`src/rtl/tmr_pkg.sv`:
```
package tmr_pkg;
  localparam logic [1:0] ADR_CTRL  = 2'd0;
  localparam logic [1:0] ADR_MODE  = 2'd1;
  localparam logic [1:0] ADR_COUNT = 2'd2;

  // bit 0 evt_mode ... bit 4 irq_en
  typedef struct packed {
    logic irq_en;
    logic out_en;
    logic fall_edge;
    logic count_up;
    logic evt_mode;
  } mode_t;

  localparam int MODE_W = $bits(mode_t);
endpackage

```
`src/rtl/tmr_sync.sv`:
```
module tmr_sync #(
  parameter int   STAGES  = 2,
  parameter logic RST_VAL = 1'b0
) (
  input  logic clk,
  input  logic rst_n,
  input  logic d,
  output logic q
);
  logic [STAGES-1:0] sh;

  for (genvar g = 0; g < STAGES; g++) begin : g_stage
    if (g == 0) begin : g_first
      always_ff @(posedge clk or negedge rst_n)
        if (!rst_n) sh[0] <= RST_VAL;
        else        sh[0] <= d;
    end else begin : g_next
      always_ff @(posedge clk or negedge rst_n)
        if (!rst_n) sh[g] <= RST_VAL;
        else        sh[g] <= sh[g-1];
    end
  end

  assign q = sh[STAGES-1];
endmodule

```
`src/rtl/tmr_evt_det.sv`:
```
module tmr_evt_det #(
  parameter int SYNC_STAGES = 2
) (
  input  logic clk,
  input  logic rst_n,
  input  logic evt_i,
  input  logic fall_sel,
  output logic pulse_o
);
  logic lvl, prev;

  tmr_sync #(.STAGES(SYNC_STAGES), .RST_VAL(1'b0)) u_sync (
    .clk(clk), .rst_n(rst_n), .d(evt_i), .q(lvl)
  );

  always_ff @(posedge clk or negedge rst_n)
    if (!rst_n) prev <= 1'b0;
    else        prev <= lvl;

  assign pulse_o = fall_sel ? (prev & ~lvl) : (~prev & lvl);
endmodule

```
`src/rtl/tmr_core.sv`:
```
module tmr_core #(
  parameter int WIDTH = 16
) (
  input  logic             clk,
  input  logic             rst_n,
  input  logic             run,
  input  logic             count_up,
  input  logic             step,
  input  logic             ld_en,
  input  logic [WIDTH-1:0] ld_val,
  output logic [WIDTH-1:0] cnt_o,
  output logic [WIDTH-1:0] reload_o,
  output logic             wrap_o
);
  logic [WIDTH-1:0] cnt_q, reload_q, reload_nxt;
  logic             adv;

  assign adv        = run & step;
  assign wrap_o     = adv & (count_up ? (&cnt_q) : ~(|cnt_q));
  assign reload_nxt = ld_en ? ld_val : reload_q;

  always_ff @(posedge clk or negedge rst_n) begin
    if (!rst_n) begin
      cnt_q    <= '0;
      reload_q <= '0;
    end else begin
      reload_q <= reload_nxt;
      if (ld_en && !run)   cnt_q <= ld_val;
      else if (wrap_o)     cnt_q <= reload_nxt;
      else if (adv)        cnt_q <= count_up ? cnt_q + 1'b1 : cnt_q - 1'b1;
    end
  end

  assign cnt_o    = cnt_q;
  assign reload_o = reload_q;
endmodule

```
`src/rtl/tmr_outpin.sv`:
```
module tmr_outpin (
  input  logic clk,
  input  logic rst_n,
  input  logic wrap,
  input  logic out_en,
  input  logic cut_en,
  input  logic shdn_sync_n,
  output logic pin_val_o,
  output logic pin_oe_o
);
  logic lvl_q;

  always_ff @(posedge clk or negedge rst_n)
    if (!rst_n)              lvl_q <= 1'b0;
    else if (wrap && out_en) lvl_q <= ~lvl_q;

  assign pin_val_o = lvl_q;
  assign pin_oe_o  = out_en & ~(cut_en & ~shdn_sync_n);
endmodule

```
`src/rtl/tmr_chan.sv`:
```
module tmr_chan
  import tmr_pkg::*;
#(
  parameter int WIDTH       = 16,
  parameter int SYNC_STAGES = 2
) (
  input  logic             clk,
  input  logic             rst_n,
  input  logic             wr_en,
  input  logic [1:0]       addr,
  input  logic [WIDTH-1:0] wdata,
  output logic [WIDTH-1:0] rdata,
  input  logic             tick_i,
  input  logic             evt_i,
  input  logic             shdn_n_i,
  output logic             irq_o,
  output logic             pin_val_o,
  output logic             pin_oe_o
);
  logic             run_q, cut_en_q, irq_q;
  mode_t            mode_q;
  logic             wr_ctrl, wr_mode, wr_count;
  logic             evt_pulse, step_w, wrap_w, shdn_sync_n;
  logic [WIDTH-1:0] cnt_w, reload_w;

  assign wr_ctrl  = wr_en && (addr == ADR_CTRL);
  assign wr_mode  = wr_en && (addr == ADR_MODE);
  assign wr_count = wr_en && (addr == ADR_COUNT);

  always_ff @(posedge clk or negedge rst_n) begin
    if (!rst_n) begin
      run_q    <= 1'b0;
      cut_en_q <= 1'b0;
      mode_q   <= '0;
      irq_q    <= 1'b0;
    end else begin
      if (wr_ctrl) begin
        run_q    <= wdata[0];
        cut_en_q <= wdata[1];
      end
      if (wr_mode && !run_q) mode_q <= mode_t'(wdata[MODE_W-1:0]);
      irq_q <= wrap_w & mode_q.irq_en;
    end
  end

  tmr_evt_det #(.SYNC_STAGES(SYNC_STAGES)) u_evt (
    .clk(clk), .rst_n(rst_n), .evt_i(evt_i),
    .fall_sel(mode_q.fall_edge), .pulse_o(evt_pulse)
  );

  assign step_w = mode_q.evt_mode ? evt_pulse : tick_i;

  tmr_core #(.WIDTH(WIDTH)) u_core (
    .clk(clk), .rst_n(rst_n), .run(run_q), .count_up(mode_q.count_up),
    .step(step_w), .ld_en(wr_count), .ld_val(wdata),
    .cnt_o(cnt_w), .reload_o(reload_w), .wrap_o(wrap_w)
  );

  tmr_sync #(.STAGES(SYNC_STAGES), .RST_VAL(1'b1)) u_shdn (
    .clk(clk), .rst_n(rst_n), .d(shdn_n_i), .q(shdn_sync_n)
  );

  tmr_outpin u_pin (
    .clk(clk), .rst_n(rst_n), .wrap(wrap_w), .out_en(mode_q.out_en),
    .cut_en(cut_en_q), .shdn_sync_n(shdn_sync_n),
    .pin_val_o(pin_val_o), .pin_oe_o(pin_oe_o)
  );

  always_comb begin
    rdata = '0;
    case (addr)
      ADR_CTRL:  rdata[1:0] = {cut_en_q, run_q};
      ADR_MODE:  rdata[MODE_W-1:0] = mode_q;
      ADR_COUNT: rdata = wrap_w ? {WIDTH{~mode_q.count_up}} : cnt_w;
      default:   rdata = '0;
    endcase
  end

  assign irq_o = irq_q;
endmodule

```
`config.mk`:
```
export PLATFORM = sky130hd
export DESIGN_NAME = tmr_chan
export DESIGN_NICKNAME = d
export VERILOG_FILES = /design/src/rtl/tmr_pkg.sv /design/src/rtl/tmr_sync.sv /design/src/rtl/tmr_evt_det.sv /design/src/rtl/tmr_core.sv /design/src/rtl/tmr_outpin.sv /design/src/rtl/tmr_chan.sv
export SDC_FILE = /design/constraint.sdc
export NUM_CORES = 1
export LEC_CHECK = 0
export ABC_AREA = 1
export CAP_MARGIN = 20
export CORE_MARGIN = 1
export CORE_UTILIZATION = 35
export CTS_BUF_LIST = sky130_fd_sc_hd__clkbuf_4
export CTS_CLUSTER_DIAMETER = 40
export CTS_CLUSTER_SIZE = 12
export DETAILED_ROUTE_END_ITERATION = 8
export PLACE_DENSITY_LB_ADDON = 0.3
export SYNTH_ARGS = -nofsm -noshare
export SYNTH_HDL_FRONTEND = slang
export SYNTH_SLANG_ARGS = --single-unit
export TNS_END_PERCENT = 30
```
`constraint.sdc`:
```
create_clock -name clk -period 2.9 [get_ports clk]
set_clock_uncertainty 0.05 [all_clocks]
set_input_delay 0.58 -clock clk [delete_from_list [all_inputs] [get_ports clk]]
set_output_delay 0.58 -clock clk [all_outputs]
set_load 0.01 [all_outputs]
```
# Yosys cells after proc, flatten, opt, wreduce, memory -nomap -nowiden
# Index checks and enable logic that the tools add are counted.
# word_totals
reg_bits,46
inputBits,24
word_cells,57
# op_classes
n_addsub,2
n_eq_ne,2
mux,12
n_bitwise,14
reduce_logical,11
# op_table
op,count
16-bit two-way mux,6
16-bit by 1-bit adder with 16-bit output (second input constant),1
16-bit AND reduction,1
16-bit OR reduction,1
16-bit by 1-bit subtractor with 16-bit output (second input constant),1
11-bit two-way mux,1
1-bit bitwise AND,7
1-bit NOT,7
1-bit logical AND,6
2-bit one-hot mux with 3 select lines,1
3-bit one-hot mux with 2 select lines,1
1-bit two-way mux,3
3-bit nonzero test,1
2-bit by 1-bit == test with 1-bit output (second input constant),1
2-bit == test (second input constant),1
2-bit logical NOT,1
1-bit logical NOT,1

# Depth between registers and ports, before layout
# Gate-level depths: netlist of the first run.
# depth
ltp_word,8
depth_mapped,12
depth_no_buf,12

# Cells and area by module
# A second synthesis of the first run with hierarchy kept.
# unflattened
hier_cells,552
hier_area_um2,3539.6
# modules_own_cells
module,instances,cells_each,area_each_um2
tmr_core,1,431,2663.8
tmr_chan,1,102,663.1
tmr_outpin,1,8,60.1
tmr_sync at u_shdn,1,2,52.6
tmr_evt_det,1,7,50.0
tmr_sync at u_evt.u_sync,1,2,50.0

# Worst setup path before layout of the first run
# No wires, ideal clock.
# synth_path
kind,register to output
start,register mode_q[1] (netlist bit)
end,output port rdata[10]
arrival_time_ns,1.590
required_time_ns,2.270
path_slack_ns,0.680
path_stages_with_launch,8
n_path_buf,2
path_cell_list,dfrtp_1 > inv_1 > nand2_2 > nand3_1 > buf_4 > buf_6 > nand2_1 > a21oi_1
# synth_between
elab_chain_len,4
word_cells_on_any_way,5
classes_between,3 x mux; 2 x bitwise
# synth_rtl
item,line_no,rtl
from (decl),tmr_chan.sv:21,mode_t mode_q;
from (signal assigned),tmr_chan.sv:41,if (wr_mode && !run_q) mode_q <= mode_t'(wdata[MODE_W-1:0]);
1-bit two-way mux,tmr_core.sv:19,assign wrap_o = adv & (count_up ? (&cnt_q) : ~(|cnt_q));
1-bit bitwise AND,tmr_core.sv:19,
16-bit two-way mux *,tmr_chan.sv:74,ADR_COUNT: rdata = wrap_w ? {WIDTH{~mode_q.count_up}} : cnt_w;
11-bit two-way mux *,tmr_chan.sv:71,case (addr)
to (decl),tmr_chan.sv:12,"output logic [WIDTH-1:0] rdata,"
# Mark *: on every way between the ends. The rest lies on a longest branch, timed or not.

# Worst setup path after layout of the first run
# layout_path
start,"register u_core.cnt_q[8], in the netlist u_core.cnt_o[8]"
end,output port rdata[4]
# layout_between
elab_chain_len,6
word_cells_on_any_way,7
classes_between,3 x mux; 2 x bitwise; 2 x reduce/logical
# layout_rtl
item,line_no,rtl
from (decl),tmr_core.sv:15,"logic [WIDTH-1:0] cnt_q, reload_q, reload_nxt;"
from (signal assigned),tmr_core.sv:28,if (ld_en && !run) cnt_q <= ld_val;
from (signal assigned),tmr_core.sv:29,else if (wrap_o) cnt_q <= reload_nxt;
from (signal assigned),tmr_core.sv:30,else if (adv) cnt_q <= count_up ? cnt_q + 1'b1 : cnt_q - 1'b1;
16-bit OR reduction,tmr_core.sv:19,
1-bit NOT,tmr_core.sv:19,
1-bit two-way mux *,tmr_core.sv:19,
1-bit bitwise AND *,tmr_core.sv:19,
16-bit two-way mux *,tmr_chan.sv:74,
3-bit one-hot mux with 2 select lines *,tmr_chan.sv:71,
# Marks and branches as above.

==> results.json, run 1 <==
{
  "preCtsSetupSlack_ns": -0.133,
  "grt_use_total": 0.196,
  "gr-max-usage-layer": "met2",
  "critPathLaunch": "u_core.cnt_o[8]$_DFFE_PN0P_",
  "cp_data_arrival_time_ns": 2.14,
  "cts.clk_slew.worst_paths_ns": 0.16,
  "cts_root_buffer": "sky130_fd_sc_hd__clkbuf_4",
  "p_switching_mw": 1.77,
  "dp_cell_count": 668,
  "worst_pin_slew_ns": 0.437,
  "share_clk_of_total_power": 0.095,
  "status": "finished clean",
  "finalMaxSlewViolations": 0,
  "synthesis.instances": 488,
  "grt_overflow": 0,
  "net_count_reported_at_finish": 596,
  "viasPerCell": 4.78,
  "fp.coreArea_um2": 9280,
  "synth.avg_cell_area_um2": 6.88,
  "cts_tree": "yes",
  "setup_repair_after_global_routing_missed_its_margin": "false",
  "most_frequent_standard_cell_in_the_layout_excluding_fill_and_tap_cells": "sky130_fd_sc_hd__nand2_1",
  "die_width_um": 100,
  "ff_to_ff_end": "u_core.cnt_o[10]$_DFFE_PN0P_",
  "finalNonFillerCells": 683,
  "layout.core_utilization": 0.450,
  "synth_ff_type": "sky130_fd_sc_hd__dfrtp_1",
  "crit-reg2reg-launch": "mode_q[1]$_DFFE_PN0P_",
  "end_of_the_critical_path": "rdata[4]",
  "fp-row-count": 35,
  "max_cap_violations": 0,
  "clkSinkCount": 46,
  "hold_viol_final": 0,
  "drt_pre_antenna_iters": 5,
  "met3_usage": 0.0251,
  "fill_cells": 1001,
  "finalCritPeriodShare": 0.954,
  "timing.reg2reg.worst_path_depth": 11,
  "power.density_nw_per_um2": 870,
  "cell_internal_pwr_mw": 1.87,
  "gp_congestion": 0.875,
  "netlist-cell-type-count": 34,
  "switching_power_as_a_share_of_total_power": 0.485,
  "async_reset_ff_frac": 1.00,
  "rrSetupSlack_ns": 0.61,
  "power_frac_seq": 0.280,
  "use_met1": 0.240,
  "io-pin-count": 43,
  "cts_buffers": 5,
  "final.min_clock_period_ns": 2.77,
  "type_of_the_setup_path_with_the_least_slack": "reg -> out",
  "antenna_found_initial": 0,
  "vdd_drop_max_mv": 0.408,
  "maximum_number_of_pins_on_one_net_before_global_route_repair": 31,
  "effective_utilization_at_floorplan": 0.362,
  "die_h_um": 100,
  "number_of_enable_type_register_cells_in_the_synthesized_netlist": 0,
  "drive_above_1_share": 0.116,
  "most-common-layout-cells": "sky130_fd_sc_hd__nand2_1 (144), sky130_fd_sc_hd__inv_1 (64), sky130_fd_sc_hd__nand3_1 (41), sky130_fd_sc_hd__nor2_1 (39), sky130_fd_sc_hd__o21ai_0 (39)",
  "drc": 0,
  "yosys_register_bits": 46,
  "combPwrFrac": 0.625,
  "wire_per_inst_um": 13.4,
  "postRouteAntennaNets": 0,
  "htree_levels": 2,
  "timing.critical_path.to_type": "output pin",
  "achievable-frequency_mhz": 361,
  "n_antenna_cell": 0,
  "dp_hpwl_um": 7050,
  "crit_required_ns": 2.27,
  "synth_seq_area_share": 0.343,
  "total_via_count_after_detailed_routing": 3266,
  "ys_warn_count": 0,
  "syn_area_um2": 3360,
  "drt_iter0_markers": 153,
  "detail_route.wirelength_um": 9160,
  "worst-path-max-fanout": 4,
  "type_of_the_most_critical_hold_path": "in -> async",
  "net_count_synth": 531,
  "cp-start-kind": "flip-flop",
  "placement.io_buffers": 42,
  "cts_hold_buf": 0,
  "grtUsageMet2": 0.361,
  "holdWs_ns": 0.0511,
  "finalWorstSetupSlack_ns": 0.132,
  "number_of_setup_violations_in_the_final_report": 0,
  "worst_slew_slack_as_a_fraction_of_its_limit": 0.709,
  "grt_pass1_wl_um": 15300,
  "clock_insertion_delay_worst_skew_ns": 0.39,
  "cellLeakagePower_nw": 2.20,
  "first_global_vias": 3219,
  "area_growth_pct": 24.4,
  "max-clock-path-buffers": 2,
  "die-area_um2": 9990,
  "power_mw": 3.64
}
## power groups by stage
stage	clock, mW	combinational (mW)	sequential, mW
finish	0.347	2.27	1.02
floorplan	0	1.62	0.967
CTS	0.361	2.24	1.01
global route	0.386	2.59	1.05
global placement	0	2.18	1.03
detailed placement	0	2.20	1.03
## how the worst min path moves through the flow
stage                                 startpoint                       end  slack (ns)  cells past startpoint
detailed placement        u_shdn.sh[0]$_DFF_PN1_        u_shdn.q$_DFF_PN1_        0.30                      0
CTS                                        rst_n  u_evt.u_sync.q$_DFF_PN0_        0.05                      1
finish                                     rst_n  u_evt.u_sync.q$_DFF_PN0_        0.05                      1
global placement    u_evt.u_sync.sh[0]$_DFF_PN0_  u_evt.u_sync.q$_DFF_PN0_        0.29                      0
global route                               rst_n  u_evt.u_sync.q$_DFF_PN0_        0.07                      1
floorplan                                  rst_n      cut_en_q$_DFFE_PN0P_        0.23                      0
## cell type report
class,instances,area (µm²),area share
Clock buffer,5,37.5,0.00898
Clock inverter,3,27.5,0.00658
Inverter,65,244,0.0584
Multi-Input combinational cell,361,1880,0.450
Sequential cell,46,1160,0.278
Tap cell,129,161,0.0386
Timing Repair Buffer,74,666,0.159
## metal layers
layer / wire (µm) / vias up
met5: 0 / -
met3: 315 / 10
met4: 116 / 0
met1: 4120 / 1494
li1: - / 1699
met2: 4600 / 63
## stage by stage
stage                     TNS (ns)  cell area, µm²
after floorplan                  0            3360
after global placement       -1.55            4050
after detailed placement     -1.51            4050
after CTS                        0            4120
after global routing             0            4180
final                            0            4180
## cell families after synthesis
logic type	synth area share
adders and majority gates	0.0730
AOI/OAI and AO/OA	0.157
buffers and inverters	0.104
xor gates and xnor gates	0.0209
DFF	0.343
and+or+nand+nor	0.302
## synthesized netlist by cell type, drive strengths merged (2+ instances only)
library cell,instances,share of area
and2,2,0.0037
nand3,44,0.071
xor2,3,0.0078
o21ai,41,0.062
dfstp,2,0.016
nand3b,3,0.0067
a21o,2,0.0045
xnor2,5,0.013
nand2,146,0.16
ha,18,0.067
o21a,3,0.0067
buf,12,0.026
dfrtp,44,0.33
inv,65,0.073
o22ai,2,0.0037
o21bai,2,0.0045
clkbuf,4,0.0045
nor2,42,0.048
nand4,3,0.0056
a21oi,35,0.052
o211ai,5,0.019
nor3,2,0.0030
## timing repair
| action | in CTS | in global routing |
|---|---|---|
| buffers inserted | 3 | 4 |
| pin swaps | 0 | 2 |
| gates resized for setup | 19 | 10 |
| setup endpoints to repair | 16 | 4 |
## worst max-delay path, cell delays in order (launching register included)
cell                            delay (ns)
sky130_fd_sc_hd__dfrtp_1              0.45
sky130_fd_sc_hd__nor2_1               0.13
sky130_fd_sc_hd__nand2_1              0.07
sky130_fd_sc_hd__nor2_2               0.15
sky130_fd_sc_hd__nand2_1              0.08
sky130_fd_sc_hd__nand2_2              0.14
sky130_fd_sc_hd__nand3_4              0.10
sky130_fd_sc_hd__buf_4                0.15
sky130_fd_sc_hd__nand2_1              0.05
sky130_fd_sc_hd__nand2_1              0.05
sky130_fd_sc_hd__nand2_1              0.05
sky130_fd_sc_hd__a21oi_1              0.05
sky130_fd_sc_hd__dlygate4sd2_1        0.28
(Power assumes the default switching activity.)
==> run 2, diff against run 1 <==
Settings changed: ABC_CLOCK_PERIOD_IN_PS set to 2900.
==> results of run 2 <==
No change in the layout: final DEF, timing and power equal those of run 1.
